===== config.mk =====
export PLATFORM = sky130hd
export DESIGN_NAME = clkstop_ctrl
export DESIGN_NICKNAME = d
export VERILOG_FILES = /design/src/rtl/clkstop_pkg.sv /design/src/rtl/clkstop_req_sync.sv /design/src/rtl/clkstop_lane.sv /design/src/rtl/clkstop_ctrl.sv
export SDC_FILE = /design/constraint.sdc
export NUM_CORES = 1
export LEC_CHECK = 0
export CORE_MARGIN = 2
export CORE_UTILIZATION = 51
export DETAILED_ROUTE_END_ITERATION = 6
export DONT_BUFFER_PORTS = 1
export PLACE_DENSITY = 0.66
export SYNTH_ARGS = -nofsm -noshare
export SYNTH_HDL_FRONTEND = slang
export SYNTH_SLANG_ARGS = --single-unit
export TNS_END_PERCENT = 5

===== constraint.sdc =====
create_clock -name clk -period 1.6 [get_ports clk]
set_input_delay 0.24 -clock clk [delete_from_list [all_inputs] [get_ports clk]]
set_output_delay 0.24 -clock clk [all_outputs]
set_load 0.005 [all_outputs]

===== src/rtl/clkstop_pkg.sv =====
package clkstop_pkg;

    typedef enum logic [1:0] {
        PARK_NONE = 2'd0,
        PARK_PD   = 2'd1,
        PARK_STOP = 2'd2
    } park_e;

    typedef struct packed {
        logic t_val;
        logic t_oe;
        logic c_val;
        logic c_oe;
    } pair_drv_t;

    localparam pair_drv_t DRV_OFF = '0;

    // Active level of a request pin after polarity and inversion
    function automatic logic req_level(input logic pin, input logic pol, input logic inv);
        return (pol ? pin : ~pin) ^ inv;
    endfunction

    // Active level of an enable pin after polarity
    function automatic logic oe_level(input logic pin, input logic pol);
        return pol ? ~pin : pin;
    endfunction

endpackage


===== src/rtl/clkstop_req_sync.sv =====
module clkstop_req_sync (
    input  logic clk,
    input  logic rst,
    input  logic samp,
    input  logic req,
    output logic acc
);
    logic hist;

    always_ff @(posedge clk) begin
        if (rst) begin
            hist <= 1'b0;
            acc  <= 1'b0;
        end else if (samp) begin
            hist <= req;
            if (hist == req) acc <= req;
        end
    end

    // accepted state moves only on a sample edge and only to the level seen on the prior sample
    a_r2_two_samples: assert property (@(posedge clk) disable iff (rst)
        (acc != $past(acc)) |-> ($past(samp) && ($past(hist) == acc)));

endmodule


===== src/rtl/clkstop_lane.sv =====
module clkstop_lane
    import clkstop_pkg::*;
(
    input  logic      clk,
    input  logic      rst,
    input  logic      src_ph,
    input  logic      pd_acc,
    input  logic      stop_acc,
    input  logic      stoppable,
    input  logic      en_req,
    input  logic      pd_tri,
    input  logic      stop_tri,
    output pair_drv_t drv_o
);
    park_e park_q;
    logic  en_q;
    logic  undriven;

    always_ff @(posedge clk) begin
        if (rst) begin
            park_q <= PARK_NONE;
            en_q   <= 1'b0;
        end else if (!src_ph) begin
            if (pd_acc)                      park_q <= PARK_PD;
            else if (stop_acc && stoppable)  park_q <= PARK_STOP;
            else                             park_q <= PARK_NONE;
            en_q <= en_req;
        end
    end

    always_comb begin
        undriven = (park_q == PARK_PD) ? pd_tri : stop_tri;
        drv_o    = DRV_OFF;
        if (en_q) begin
            if (park_q == PARK_NONE) begin
                drv_o.t_val = src_ph;
                drv_o.t_oe  = 1'b1;
                drv_o.c_val = ~src_ph;
                drv_o.c_oe  = 1'b1;
            end else begin
                drv_o.t_val = ~undriven;
                drv_o.t_oe  = ~undriven;
            end
        end
    end

    // park state only moves on a complement-falling edge
    a_r4_park_on_fall: assert property (@(posedge clk) disable iff (rst)
        (park_q != $past(park_q)) |-> !$past(src_ph));

    // power-down parking is never overridden by stop
    a_r10_pd_wins: assert property (@(posedge clk) disable iff (rst)
        ($past(pd_acc) && !$past(src_ph)) |-> (park_q == PARK_PD));

endmodule


===== src/rtl/clkstop_ctrl.sv =====
module clkstop_ctrl
    import clkstop_pkg::*;
#(
    parameter int N_OUT = 4
) (
    input  logic             clk,
    input  logic             rst,
    input  logic             pol_pin,
    input  logic             pd_pin,
    input  logic             stop_pin,
    input  logic [N_OUT-1:0] oe_pin,
    input  logic [N_OUT-1:0] cfg_en,
    input  logic [N_OUT-1:0] cfg_stoppable,
    input  logic             cfg_pd_tristate,
    input  logic             cfg_stop_tristate,
    input  logic             cfg_req_inv,
    output logic [N_OUT-1:0] dif_t,
    output logic [N_OUT-1:0] dif_t_oe,
    output logic [N_OUT-1:0] dif_c,
    output logic [N_OUT-1:0] dif_c_oe
);
    logic src_ph;
    logic pol_q;
    logic pd_acc;
    logic stop_acc;

    always_ff @(posedge clk) begin
        if (rst) begin
            src_ph <= 1'b0;
            pol_q  <= pol_pin;
        end else begin
            src_ph <= ~src_ph;
        end
    end

    clkstop_req_sync u_pd_sync (
        .clk  (clk),
        .rst  (rst),
        .samp (src_ph),
        .req  (req_level(pd_pin, pol_q, cfg_req_inv)),
        .acc  (pd_acc)
    );

    clkstop_req_sync u_stop_sync (
        .clk  (clk),
        .rst  (rst),
        .samp (src_ph),
        .req  (req_level(stop_pin, pol_q, cfg_req_inv)),
        .acc  (stop_acc)
    );

    for (genvar g = 0; g < N_OUT; g++) begin : g_lane
        pair_drv_t drv;

        clkstop_lane u_lane (
            .clk       (clk),
            .rst       (rst),
            .src_ph    (src_ph),
            .pd_acc    (pd_acc),
            .stop_acc  (stop_acc),
            .stoppable (cfg_stoppable[g]),
            .en_req    (cfg_en[g] & oe_level(oe_pin[g], pol_q)),
            .pd_tri    (cfg_pd_tristate),
            .stop_tri  (cfg_stop_tristate),
            .drv_o     (drv)
        );

        assign dif_t[g]    = drv.t_val;
        assign dif_t_oe[g] = drv.t_oe;
        assign dif_c[g]    = drv.c_val;
        assign dif_c_oe[g] = drv.c_oe;

        // two driven legs are always opposite
        a_r3_legs_opposite: assert property (@(posedge clk) disable iff (rst)
            (dif_t_oe[g] && dif_c_oe[g]) |-> (dif_t[g] != dif_c[g]));

        // a cleared enable bit seen on a falling boundary silences both legs
        a_r8_disabled_quiet: assert property (@(posedge clk) disable iff (rst)
            ($past(!cfg_en[g]) && $past(!src_ph)) |-> (!dif_t_oe[g] && !dif_c_oe[g]));
    end

    // latched polarity only moves on a reset cycle
    a_r1_pol_latched: assert property (@(posedge clk) disable iff (rst)
        (pol_q != $past(pol_q)) |-> $past(rst));

endmodule


==> flow_summary.rst <==
.. list-table::
   :header-rows: 1

   * - Metric
     - Value
   * - Outcome
     - complete, no violations
   * - Final count of pins violating max slew
     - 0
   * - Unrepaired setup endpoints after global routing
     - false
   * - Placed cell count
     - about 120
   * - Maximum fanout along the worst path
     - 11
   * - Nets in the synthesized netlist
     - about 130
   * - # Max-Cap Violations
     - 0
   * - DR vias/cell
     - 5.702
   * - Post-layout nets
     - around 130
   * - Vias in the first global route
     - ~600
   * - Hold violation count in the final report
     - 0
   * - Fill cell count
     - 160
   * - Endpoint of the worst-slack reg-to-reg timing path
     - u_pd_sync.acc$_SDFFE_PP0P_
   * - Fraction of final layout cells with drive strength greater than 1
     - under 10%
   * - Max Root-Sink Buffers
     - 2
   * - Transition time at the pin with the least slew margin
     - around 0.35 ns
   * - Detailed-placement wirelength estimate
     - 1226 µm
   * - Flip-flop and latch count after synthesis
     - 15
   * - Count of antenna-violating nets left after detailed routing
     - 0
   * - Worst hold path endpoint
     - g_lane[3].u_lane.park_q[0]$_SDFFE_PP0N_
   * - Wirelength, routed
     - between 1500 and 2000 µm
   * - CTS root buffer
     - sky130_fd_sc_hd__clkbuf_4
   * - H-tree depth
     - 1
   * - Number of DRC markers in iteration 0
     - 9
   * - Layout Area Growth over Synthesis
     - 3.474%
   * - Portion of the clock cycle consumed by the worst path in the final layout
     - between 90 and 100%
   * - Final routed wire length divided by cell count
     - 13.74 µm
   * - Number of setup violations in the final report
     - 0
   * - Critical path class
     - register to output pin
   * - Number of warnings issued by yosys
     - 0
   * - Hold-critical path depth
     - 1
   * - Start point of the worst min-delay path
     - rst
   * - Most frequent standard cell in the layout excluding fill and tap cells
     - sky130_fd_sc_hd__nor2_1
   * - Floorplan Core Area
     - 1506 µm²
   * - Summed negative setup slack over all endpoints
     - 0 ns
   * - Number of antenna violations at the first check in global routing
     - 0
   * - Placed cell areas
     - just over 800 µm²
   * - Area of the die
     - roughly 2000 µm²
   * - Die H
     - 44.30 µm
   * - Clk pin slew, worst setup/hold paths
     - roughly 0.080 ns
   * - Sequential-to-total area share from yosys stat
     - 37.46%
   * - Area of the mapped netlist
     - 828.3 µm²
   * - Std cell rows
     - 14
   * - Global-route wire length before repair
     - 2559 µm
   * - Endpoint class of the critical path
     - output pin
   * - DRC viols
     - 0
   * - Unique cell type count in the Yosys netlist
     - 20
   * - Worst max-slew margin expressed relative to the limit
     - between 70% and 80%
   * - Via total after detailed routing
     - 690
   * - Required time of the critical path
     - around 1.4 ns
   * - Cell depth of the worst flop-to-flop path
     - 3
   * - Global routing usage summed across all routing layers
     - 17.63%
   * - GPL Wtd Cong
     - 0.6818
   * - Antenna diode count
     - 0
   * - Synthesized area divided by synthesized cell count
     - 7.814 µm²
   * - Most frequent cells in the layout
     - 14 x sky130_fd_sc_hd__nor2_1, 12 x sky130_fd_sc_hd__nand2_1, 12 x sky130_fd_sc_hd__dfxtp_1
   * - Data arrival, critical path
     - 1.21 ns
   * - Initial standard-cell utilization of the core
     - 54.98%
   * - Non-filler cells, final
     - 121
   * - Clock period minus final worst setup slack
     - roughly 1.4 ns
   * - Total gr overflow
     - 0
   * - Number of buffers inserted during clock tree synthesis
     - 3
   * - Number of I/O pins
     - 36
   * - Startpoint of the lowest-slack register-to-register path
     - pol_q$_DFFE_PP_
   * - Drt first pass iters
     - 4
   * - Power density over the cells
     - 867.7 nW/µm²
   * - Area of all placed cells without fillers
     - approximately 860 µm²
   * - Total leakage power
     - 0.3108 nW
   * - Clock tree sinks
     - 15
   * - Startpoint types
     - register
   * - VDD IR-drop max
     - 0.0005369 V
   * - Insertion delay to the later sink of the worst-skew pair
     - approximately 0.28 ns
   * - Buffers on Ports
     - 0
   * - Worst hold-check slack
     - around 0.012 ns
   * - Post-route clock skew
     - between 0.0005 and 0.0006 ns
   * - Achievable Freq
     - about 0.69 GHz
   * - Die X-Extent
     - about 44 µm
   * - Reg-to-reg setup timing slack
     - between 0.3 and 0.4 ns
   * - Clock tree from TritonCTS
     - done
   * - Type of the worst min-delay path
     - input pin to register
   * - Number of instances in the synthesized netlist
     - 106
   * - Largest net degree at the start of global routing
     - 16
==> cells in the mapped netlist <==
cell type	n	area [µm²]
sky130_fd_sc_hd__clkbuf_1	2	7.510
sky130_fd_sc_hd__a21oi_1	9	45.04
sky130_fd_sc_hd__nand2b_1	4	25.02
sky130_fd_sc_hd__nor2b_1	5	31.28
sky130_fd_sc_hd__buf_2	4	20.02
sky130_fd_sc_hd__inv_1	1	3.750
sky130_fd_sc_hd__nor2_1	14	52.55
sky130_fd_sc_hd__nand3_2	1	10.01
sky130_fd_sc_hd__nor3_1	10	50.05
sky130_fd_sc_hd__xor2_1	4	35.03
sky130_fd_sc_hd__o21ai_0	2	10.01
sky130_fd_sc_hd__edfxtp_1	1	30.03
sky130_fd_sc_hd__xnor3_2	2	47.55
sky130_fd_sc_hd__buf_6	1	11.26
sky130_fd_sc_hd__o21a_1	8	60.06
sky130_fd_sc_hd__nand3_1	9	45.04
sky130_fd_sc_hd__and2_1	1	6.260
sky130_fd_sc_hd__dfxtp_1	14	280.3
sky130_fd_sc_hd__nand2_1	12	45.04
sky130_fd_sc_hd__a31oi_1	2	12.51
==> metal layers <==
layer / GRT usage [%] / part of all wire (%) / vias up
met5: 0 / 0 / -
met4: 9.091 / 1.9 / 0
met3: 4.082 / 8.8 / 4
met2: 27.94 / 44 / 29
met1: 22.37 / 45 / 302
li1: - / - / 355
==> logic make-up after synthesis <==
group | Yosys count | synth area share [%]
AND/OR/NAND/NOR | 56 | 32.02
AO/OA/AOI/OAI | 21 | 15.41
flip-flops | 15 | 37.46
buffers and inverters | 8 | 5.136
XOR/XNOR | 6 | 9.970
==> metrics by stage <==
stage,power [mW],utilization (%),setup slack [ns]
after floorplan,0.5286,-,0.4562
after global placement,0.5368,54.24,0.3247
after detailed placement,0.5394,54.24,0.2895
after CTS,0.7467,56.06,0.02340
after global routing,0.7886,56.89,0.06453
final,0.7436,56.89,0.1505
==> how the worst max path moves through the flow <==
stage | from | to | slack (ns)
global placement | g_lane[3].u_lane.park_q[0]$_SDFFE_PP0N_ | dif_t[1] | 0.32
global route | src_ph$_SDFF_PP0_ | dif_t[0] | 0.06
CTS | g_lane[3].u_lane.park_q[0]$_SDFFE_PP0N_ | dif_t[0] | 0.02
finish | g_lane[3].u_lane.park_q[0]$_SDFFE_PP0N_ | dif_t[0] | 0.15
floorplan | pol_q$_DFFE_PP_ | u_pd_sync.acc$_SDFFE_PP0P_ | 0.46
detailed placement | g_lane[3].u_lane.park_q[0]$_SDFFE_PP0N_ | dif_t[2] | 0.29
==> flip-flops by register name, indices dropped and copies added (netlist names) <==
| name | flops |
|---|---|
| u_stop_sync.acc | 1 |
| g_lane.u_lane.en_q | 4 |
| u_pd_sync.acc | 1 |
| u_pd_sync.hist | 1 |
| pol_q | 1 |
| u_stop_sync.hist | 1 |
| src_ph | 1 |
| g_lane.u_lane.park_q | 5 |
==> final cells by class <==
cell class | instances | area, µm² | area share, %
Multi-Input combinational cell | 83 | 476.7 | 55.62
Sequential cell | 15 | 312.8 | 36.50
Timing Repair Buffer | 2 | 17.52 | 2.044
Inverter | 1 | 3.754 | 0.4380
Tap cell | 16 | 20.02 | 2.336
Clock buffer | 4 | 26.28 | 3.066
==> critical path, cell delays in order, from the launching register on <==
cell and delay, ns:
sky130_fd_sc_hd__dfxtp_2 0.43, sky130_fd_sc_hd__and2_2 0.25, sky130_fd_sc_hd__nor3_1 0.06, sky130_fd_sc_hd__o21a_1 0.19
==> timing repair <==
action / in CTS / in global routing
hold buffers: 0 / 1
resized for setup: 1 / 2
setup buffers: 0 / 0
endpoints found under the setup margin: 8 / 8
endpoints found under the hold margin: 0 / 2
==> report_power, final <==
group	internal (mW)	switching, mW
Combinational	0.0542	0.0559
Sequential	0.398	0.0254
Clock	0.0968	0.113
Total	0.549	0.194
Power figures use the tool's default switching activity.
